## config.mk

```make
export PLATFORM = sky130hd
export DESIGN_NAME = msix_vector_ctrl
export DESIGN_NICKNAME = d
export VERILOG_FILES = /design/src/rtl/msix_pkg.sv /design/src/rtl/msix_entry_table.sv /design/src/rtl/msix_pending_array.sv /design/src/rtl/msix_dispatch.sv /design/src/rtl/msix_vector_ctrl.sv
export SDC_FILE = /design/constraint.sdc
export NUM_CORES = 2
export LEC_CHECK = 0
export BUFFER_PORTS_ARGS = -buffer_cell sky130_fd_sc_hd__buf_4
export CORE_UTILIZATION = 46
export CTS_CLUSTER_SIZE = 24
export DETAILED_ROUTE_END_ITERATION = 6
export PLACE_DENSITY = 0.73
export RECOVER_POWER = 25
export SYNTH_ARGS = -nofsm -noshare
export SYNTH_HDL_FRONTEND = slang
export SYNTH_SLANG_ARGS = --single-unit
```

## constraint.sdc

```tcl
create_clock -name clk -period 6.25 [get_ports clk]
set_input_delay 1.25 -clock clk [delete_from_list [all_inputs] [get_ports clk]]
set_output_delay 1.25 -clock clk [all_outputs]
set_load 0.01 [all_outputs]
```

## src/rtl/msix_pkg.sv

```systemverilog
// Shared types for the MSI-X vector table controller.
// Assumes nothing beyond the IEEE 1800-2017 language.
package msix_pkg;
    typedef enum logic [1:0] {
        SP_CTRL  = 2'd0,
        SP_TABLE = 2'd1,
        SP_PEND  = 2'd2,
        SP_NONE  = 2'd3
    } space_e;

    typedef struct packed {
        logic [63:0] addr;
        logic [31:0] data;
    } msg_t;
endpackage

```

## src/rtl/msix_entry_table.sv

```systemverilog
// Vector table storage: per-entry address, data and mask bit.
// Decodes aligned dword/qword accesses. Other sizes or offsets read zero
// and are not written. Entries reset masked. Assumes NUM_VEC >= 2.
module msix_entry_table
    import msix_pkg::*;
#(
    parameter int NUM_VEC = 8,
    parameter int OFF_W   = 7,
    parameter int IDX_W   = 3
) (
    input  logic               clk,
    input  logic               rst_n,
    input  logic               wr_en,
    input  logic [OFF_W-1:0]   off,
    input  logic               qword,
    input  logic [63:0]        wdata,
    output logic [63:0]        rdata,
    output logic [NUM_VEC-1:0] mask_vec,
    input  logic [IDX_W-1:0]   lk_idx,
    output msg_t               lk_msg
);
    localparam int ENT_W = OFF_W - 4;

    logic [31:0] lo_q  [NUM_VEC];
    logic [31:0] hi_q  [NUM_VEC];
    logic [31:0] dat_q [NUM_VEC];
    logic [NUM_VEC-1:0] mask_q;

    logic [ENT_W-1:0] ent_full;
    logic [IDX_W-1:0] ent;
    logic ent_ok, dw_ok, qw_ok;
    logic w_lo, w_hi, w_dat, w_ctl;
    logic [31:0] v_lo, v_hi, v_dat;
    logic v_ctl;

    // Decode which fields the access covers and their new values
    always_comb begin
        ent_full = off[OFF_W-1:4];
        ent      = ent_full[IDX_W-1:0];
        ent_ok   = int'(ent_full) < NUM_VEC;
        dw_ok    = ent_ok && !qword && (off[1:0] == 2'b00);
        qw_ok    = ent_ok && qword && (off[2:0] == 3'b000);
        w_lo = 1'b0; w_hi = 1'b0; w_dat = 1'b0; w_ctl = 1'b0;
        v_lo = wdata[31:0]; v_hi = wdata[31:0]; v_dat = wdata[31:0]; v_ctl = wdata[0];
        if (dw_ok) begin
            case (off[3:2])
                2'd0:    w_lo  = 1'b1;
                2'd1:    w_hi  = 1'b1;
                2'd2:    w_dat = 1'b1;
                default: w_ctl = 1'b1;
            endcase
        end else if (qw_ok) begin
            if (!off[3]) begin
                w_lo = 1'b1; w_hi = 1'b1; v_hi = wdata[63:32];
            end else begin
                w_dat = 1'b1; w_ctl = 1'b1; v_ctl = wdata[32];
            end
        end
    end

    // Store entry fields; masks reset set
    always_ff @(posedge clk) begin
        for (int e = 0; e < NUM_VEC; e++) begin
            if (!rst_n) begin
                lo_q[e]   <= '0;
                hi_q[e]   <= '0;
                dat_q[e]  <= '0;
                mask_q[e] <= 1'b1;
            end else if (wr_en && ent == IDX_W'(e)) begin
                if (w_lo)  lo_q[e]   <= v_lo;
                if (w_hi)  hi_q[e]   <= v_hi;
                if (w_dat) dat_q[e]  <= v_dat;
                if (w_ctl) mask_q[e] <= v_ctl;
            end
        end
    end

    // Return the addressed field, zero for illegal accesses
    always_comb begin
        rdata = '0;
        if (dw_ok) begin
            case (off[3:2])
                2'd0:    rdata = {32'd0, lo_q[ent]};
                2'd1:    rdata = {32'd0, hi_q[ent]};
                2'd2:    rdata = {32'd0, dat_q[ent]};
                default: rdata = {63'd0, mask_q[ent]};
            endcase
        end else if (qw_ok) begin
            rdata = off[3] ? {31'd0, mask_q[ent], dat_q[ent]} : {hi_q[ent], lo_q[ent]};
        end
    end

    // Lookup port for the message engine
    always_comb begin
        lk_msg.addr = {hi_q[lk_idx], lo_q[lk_idx]};
        lk_msg.data = dat_q[lk_idx];
    end

    assign mask_vec = mask_q;
endmodule

```

## src/rtl/msix_pending_array.sv

```systemverilog
// Pending-bit array: one bit per vector, packed 64 per qword, read-only to software.
// Set and clear ports come from the message engine; clear wins on the same vector,
// because a request that meets its own dispatch merges into that message.
module msix_pending_array #(
    parameter int NUM_VEC = 8,
    parameter int OFF_W   = 7,
    parameter int IDX_W   = 3
) (
    input  logic               clk,
    input  logic               rst_n,
    input  logic               set_en,
    input  logic [IDX_W-1:0]   set_idx,
    input  logic               clr_en,
    input  logic [IDX_W-1:0]   clr_idx,
    input  logic [OFF_W-1:0]   off,
    input  logic               qword,
    output logic [63:0]        rdata,
    output logic [NUM_VEC-1:0] pend_vec
);
    localparam int PBA_QW = (NUM_VEC + 63) / 64;
    localparam int PQ_W   = OFF_W - 3;

    logic [NUM_VEC-1:0]    pend_q;
    logic [PBA_QW*64-1:0]  pend_pad;
    logic [63:0]           qsel;
    logic [PQ_W-1:0]       pq;

    // Update pending bits; clear overrides set
    always_ff @(posedge clk) begin
        if (!rst_n) begin
            pend_q <= '0;
        end else begin
            for (int v = 0; v < NUM_VEC; v++) begin
                if (clr_en && clr_idx == IDX_W'(v))      pend_q[v] <= 1'b0;
                else if (set_en && set_idx == IDX_W'(v)) pend_q[v] <= 1'b1;
            end
        end
    end

    // Select the addressed qword and half
    always_comb begin
        pend_pad = '0;
        pend_pad[NUM_VEC-1:0] = pend_q;
        pq   = off[OFF_W-1:3];
        qsel = '0;
        for (int q = 0; q < PBA_QW; q++)
            if (int'(pq) == q) qsel = pend_pad[q*64 +: 64];
        rdata = '0;
        if (qword) begin
            if (off[2:0] == 3'b000) rdata = qsel;
        end else if (off[2:0] == 3'b000) begin
            rdata = {32'd0, qsel[31:0]};
        end else if (off[2:0] == 3'b100) begin
            rdata = {32'd0, qsel[63:32]};
        end
    end

    assign pend_vec = pend_q;
endmodule

```

## src/rtl/msix_dispatch.sv

```systemverilog
// Message engine: sends eligible requests directly, or else records them as pending.
// Replays eligible pending vectors lowest index first, one per free output slot.
// Drops entries whose address is zero. Assumes table and pending state are registered.
module msix_dispatch
    import msix_pkg::*;
#(
    parameter int NUM_VEC = 8,
    parameter int IDX_W   = 3
) (
    input  logic               clk,
    input  logic               rst_n,
    input  logic               enable,
    input  logic               fmask,
    input  logic               irq_valid,
    input  logic [IDX_W-1:0]   irq_vec,
    input  logic [NUM_VEC-1:0] mask_vec,
    input  logic [NUM_VEC-1:0] pend_vec,
    output logic [IDX_W-1:0]   lk_idx,
    input  msg_t               lk_msg,
    output logic               set_en,
    output logic [IDX_W-1:0]   set_idx,
    output logic               clr_en,
    output logic [IDX_W-1:0]   clr_idx,
    output logic               msg_valid,
    input  logic               msg_ready,
    output logic [63:0]        msg_addr,
    output logic [31:0]        msg_data
);
    logic [NUM_VEC-1:0] elig;
    logic [IDX_W-1:0]   pick;
    logic any_elig, slot_free, req_ok, direct, load;

    // Choose between replay and direct send for this cycle
    always_comb begin
        elig     = pend_vec & ~mask_vec;
        any_elig = enable && !fmask && (|elig);
        pick     = '0;
        for (int v = NUM_VEC - 1; v >= 0; v--)
            if (elig[v]) pick = IDX_W'(v);
        slot_free = !msg_valid || msg_ready;
        req_ok    = irq_valid && (int'(irq_vec) < NUM_VEC);
        direct    = req_ok && enable && !fmask && !mask_vec[irq_vec]
                    && !pend_vec[irq_vec] && !any_elig && slot_free;
        lk_idx  = any_elig ? pick : irq_vec;
        clr_en  = any_elig && slot_free;
        clr_idx = pick;
        set_en  = req_ok && !direct;
        set_idx = irq_vec;
        load    = (clr_en || direct) && (lk_msg.addr != 64'd0);
    end

    // Output message register under valid/ready
    always_ff @(posedge clk) begin
        if (!rst_n) begin
            msg_valid <= 1'b0;
            msg_addr  <= '0;
            msg_data  <= '0;
        end else if (load) begin
            msg_valid <= 1'b1;
            msg_addr  <= lk_msg.addr;
            msg_data  <= lk_msg.data;
        end else if (msg_ready) begin
            msg_valid <= 1'b0;
        end
    end
endmodule

```

## src/rtl/msix_vector_ctrl.sv

```systemverilog
// Top of the MSI-X vector table controller: register port decode, function
// control bits, table, pending array and message engine.
// Assumes 2 <= NUM_VEC <= 2048 and a single clock domain.
module msix_vector_ctrl
    import msix_pkg::*;
#(
    parameter int NUM_VEC = 8,
    localparam int OFF_W  = $clog2(NUM_VEC * 16),
    localparam int IDX_W  = $clog2(NUM_VEC)
) (
    input  logic             clk,
    input  logic             rst_n,
    input  logic             reg_en,
    input  logic             reg_wr,
    input  logic [1:0]       reg_space,
    input  logic [OFF_W-1:0] reg_off,
    input  logic             reg_qword,
    input  logic [63:0]      reg_wdata,
    output logic [63:0]      reg_rdata,
    input  logic             irq_valid,
    input  logic [IDX_W-1:0] irq_vec,
    output logic             msg_valid,
    input  logic             msg_ready,
    output logic [63:0]      msg_addr,
    output logic [31:0]      msg_data
);
    space_e             sp;
    logic               ctl_enable, ctl_fmask;
    logic               ctl_hit;
    logic [NUM_VEC-1:0] vmask, pend_bits;
    logic [63:0]        tbl_rdata, pnd_rdata;
    logic [IDX_W-1:0]   lk_idx, set_idx, clr_idx;
    logic               set_en, clr_en;
    msg_t               lk_msg;

    assign sp      = space_e'(reg_space);
    assign ctl_hit = (sp == SP_CTRL) && (reg_off == '0);

    // Function enable and function mask control bits
    always_ff @(posedge clk) begin
        if (!rst_n) begin
            ctl_enable <= 1'b0;
            ctl_fmask  <= 1'b0;
        end else if (reg_en && reg_wr && ctl_hit) begin
            ctl_enable <= reg_wdata[15];
            ctl_fmask  <= reg_wdata[14];
        end
    end

    msix_entry_table #(.NUM_VEC(NUM_VEC), .OFF_W(OFF_W), .IDX_W(IDX_W)) u_table (
        .clk      (clk),
        .rst_n    (rst_n),
        .wr_en    (reg_en && reg_wr && sp == SP_TABLE),
        .off      (reg_off),
        .qword    (reg_qword),
        .wdata    (reg_wdata),
        .rdata    (tbl_rdata),
        .mask_vec (vmask),
        .lk_idx   (lk_idx),
        .lk_msg   (lk_msg)
    );

    msix_pending_array #(.NUM_VEC(NUM_VEC), .OFF_W(OFF_W), .IDX_W(IDX_W)) u_pend (
        .clk      (clk),
        .rst_n    (rst_n),
        .set_en   (set_en),
        .set_idx  (set_idx),
        .clr_en   (clr_en),
        .clr_idx  (clr_idx),
        .off      (reg_off),
        .qword    (reg_qword),
        .rdata    (pnd_rdata),
        .pend_vec (pend_bits)
    );

    msix_dispatch #(.NUM_VEC(NUM_VEC), .IDX_W(IDX_W)) u_disp (
        .clk       (clk),
        .rst_n     (rst_n),
        .enable    (ctl_enable),
        .fmask     (ctl_fmask),
        .irq_valid (irq_valid),
        .irq_vec   (irq_vec),
        .mask_vec  (vmask),
        .pend_vec  (pend_bits),
        .lk_idx    (lk_idx),
        .lk_msg    (lk_msg),
        .set_en    (set_en),
        .set_idx   (set_idx),
        .clr_en    (clr_en),
        .clr_idx   (clr_idx),
        .msg_valid (msg_valid),
        .msg_ready (msg_ready),
        .msg_addr  (msg_addr),
        .msg_data  (msg_data)
    );

    // Read mux across the three spaces
    always_comb begin
        case (sp)
            SP_CTRL:  reg_rdata = ctl_hit ? {48'd0, ctl_enable, ctl_fmask, 3'd0, 11'(NUM_VEC - 1)} : 64'd0;
            SP_TABLE: reg_rdata = tbl_rdata;
            SP_PEND:  reg_rdata = pnd_rdata;
            default:  reg_rdata = 64'd0;
        endcase
    end
endmodule

```

==> results.yml <==
run_status:
  status: "complete, but fails checks"
  violations: "DRC, capacitance limit, slew limit"
clock_tree:
  clk_pin_slew_ns: 0.06
  cts_hold_buf: 0
  clk_latency_ns: 0.69
  cts.sinks: 883
  cts-root-buf: "clkbuf_16"
  cts_resized: 0
  tritoncts: "done"
  cts_buffers: 92
  post-cts-setup-buffer-count: 0
  cts_buffer_depth: 3
  h-tree-depth: 3
sta:
  rsz0062_at_grt: "false"
  slew-limit-headroom: -0.885
  skew_ns: 0.0265
  period_needed_ns: 5.65
  setup_viol: 0
  slew_viol_final: 351
  post-route-period-util: 0.904
  worst_slew_pin_slew_ns: 2.83
  hold_viol_final: 0
  final.setup.tns_ns: 0
  max_clock_freq_mhz: 177
finish:
  syn_to_final_growth_pct: 13.8
  nets: 4494
  fill_cells: 8621
  drive_gt1_frac: 0.165
  fin_area_um2: 54000
critical_path:
  cp-end-kind: "register"
  reg2reg_depth: 13
  critPathKind: "in2reg"
  reg2reg_to: "u_disp.msg_data[20]"
  cp.required_ns: 6.59
  cpPeakStageDelay_ns: 2.18
  cp-start-kind: "input pin"
  crit_slowest_cell: "o21ai_0"
  crit_path_frequent_cell: "buf_4"
  path_cells: "buf_4, nor3_1, nand2b_1, buf_4, nor2_1, buf_4, a21oi_1, o21ai_0, buf_4"
  crit_path_max_fanout: 24
  arrival_ns: 5.99
  regToRegSetupSlack_ns: 0.82
  r2r-start: "u_table.mask_vec[0]"
synth:
  yosysTopAreaCell: "edfxtp_1"
  synthArstFlopShare: 0
  ys_top_cells_by_area: "edfxtp_1 49%, mux4_2 9.7%, and2_1 6.8%"
  synth_top_cell_area_share: 0.486
  synth_seq_area_share: 0.535
  synth-main-ff-cell: "edfxtp_1"
  synth-edff-count: 768
  syn_area_per_cell_um2: 11.1
  syn-cell-area_um2: 47400
  ys_seq_elements: 883
  synth_cell_types: 67
  ys.warnings.count: 0
  synth_most_common_cell: "nand2_1"
  synthCells: 4275
  yosys-top-cells-count: "791 x nand2_1, 768 x edfxtp_1, 517 x and2_1, 387 x nor2_1, 315 x mux2i_1"
  synth_fp_nets: 4358
detailed_routing:
  via_per_inst: 6.41
  vias: 37600
  drtIter0Drc: 5808
  wl_mm: 174
  ant_nets: 0
  route.detailed.drc: 4
  drt-pass1-iter-count: 7
  wire_per_inst_um: 29.6
placed_design:
  port_buffers: 243
  dp_hpwl_mm: 113
  placement.cell_area_um2: 51300
  gp_congestion: 0.991
global_route:
  grt_overflow: 0
  grt_pass1_vias: 35500
  grt_pass1_wl_mm: 247
  grt_max_degree: 99
  grtUsageTotal: 0.329
  antenna_found_initial: 18
worst_hold_path:
  worstHoldStart: "u_disp.msg_addr[47]"
  min_to: "u_disp.msg_addr[47]"
  hold_path_depth: 2
  min_path_type: "reg2reg"
die:
  ioPinCount: 244
  die_h_um: 323
  initial_core_util: 0.465
  rows: 117
  dieArea_um2: 104000
  die_w_um: 323
  core_area_um2: 102000
job:
  maxCapViolations: 13
power:
  ir_worst_vdd_mv: 0.210
  p_seq_frac: 0.480
  intPower_w: 0.0105
  powerDensity_nw_per_um2: 264
  power.switching_w: 0.00373
  pwr-share-clk: 0.399
  p_leak_nw: 20.5
  combPwrFrac: 0.122
  swShare: 0.262
==> flip-flops by register name (all words and copies together) (netlist names) <==
register          count
u_table.lo_q        256
ctl_enable            1
u_disp.msg_addr      64
u_table.hi_q        256
u_disp.msg_data      32
u_table.dat_q       256
ctl_fmask             1
u_table.mask_vec      8
u_pend.pend_vec       8
u_disp.msg_valid      1
==> worst max-delay path: cells and delay by family <==
family / cells / cell delay (ns)
and+or+nand+nor: 3 / 0.70
AOI/OAI and AO/OA: 2 / 2.60
buffers and inverters: 4 / 1.40
==> cells by family after synthesis <==
kind of cell / Yosys count / share of synthesized area
buffers and inverters: 367 / 0.0312
AO/OA/AOI/OAI: 306 / 0.0438
multiplexers: 569 / 0.175
flip-flops: 883 / 0.535
AND/OR/NAND/NOR: 2150 / 0.215
==> power by group through the flow <==
stage	clock [W]	combinational (W)	sequential, W
global placement	0	0.00166	0.00692
finish	0.00568	0.00173	0.00683
floorplan	0	0.000969	0.00688
detailed placement	0	0.00167	0.00694
global route	0.00590	0.00178	0.00685
CTS	0.00567	0.00168	0.00682
==> metal layers <==
metal,track usage,part of all wire,routed length [µm],up-vias
met3,0.110,0.15,26100,598
met4,0.190,0.066,11500,24
met2,0.481,0.43,74300,3186
li1,-,-,-,15700
met5,0,0.00094,163,-
met1,0.426,0.36,61700,18100
==> layout by cell type, fill, tap and decap left out, types with 36 or more instances in the layout <==
cell type,instances
and2_0,111
and2_1,406
buf_4,271
clkbuf_1,130
clkbuf_16,99
dfxtp_1,115
edfxtp_1,768
mux2_2,50
mux2i_1,315
mux4_2,204
nand2_1,789
nand2b_1,36
nand3_1,282
nand4_1,42
nor2_1,375
o21ai_0,69
==> per-stage QoR <==
stage               utilization  setup slack [ns]  power [W]  std cells  hold slack [ns]
finish                    0.529             0.601     0.0142       5866            0.456
CTS                       0.533             0.754     0.0142       5857            0.460
detailed placement        0.503             0.696    0.00861       5685            0.452
global route              0.529             0.561     0.0145       5859            0.477
global placement          0.503             0.739    0.00858       5685            0.446
floorplan                     -            0.0461    0.00785       4275            0.482
==> how the worst max path moves through the flow <==
stage,start,end,slack [ns],cells after the start
6_report,reg_off[2],u_table.hi_q[6][9],0.60,9
4_1_cts,reg_off[5],reg_rdata[22],0.75,10
3_5_place_dp,irq_vec[1],u_disp.msg_data[20],0.70,12
3_3_place_gp,irq_vec[1],u_disp.msg_data[19],0.74,12
2_1_floorplan,reg_off[5],u_table.dat_q[2][0],0.05,7
5_1_grt,reg_off[2],u_table.hi_q[6][9],0.56,9
==> cell type report <==
type | instances | area (µm²) | share of cell area
clock buffer | 127 | 2640 | 0.0489
clock inverter | 45 | 447 | 0.00828
timing repair buffer | 403 | 2860 | 0.0530
sequential | 883 | 25400 | 0.470
inverter | 6 | 25.0 | 0.000464
multi-input combinational | 3025 | 20900 | 0.387
antenna | 9 | 22.5 | 0.000417
tap | 1368 | 1710 | 0.0317
Power figures use the tool's default switching activity.
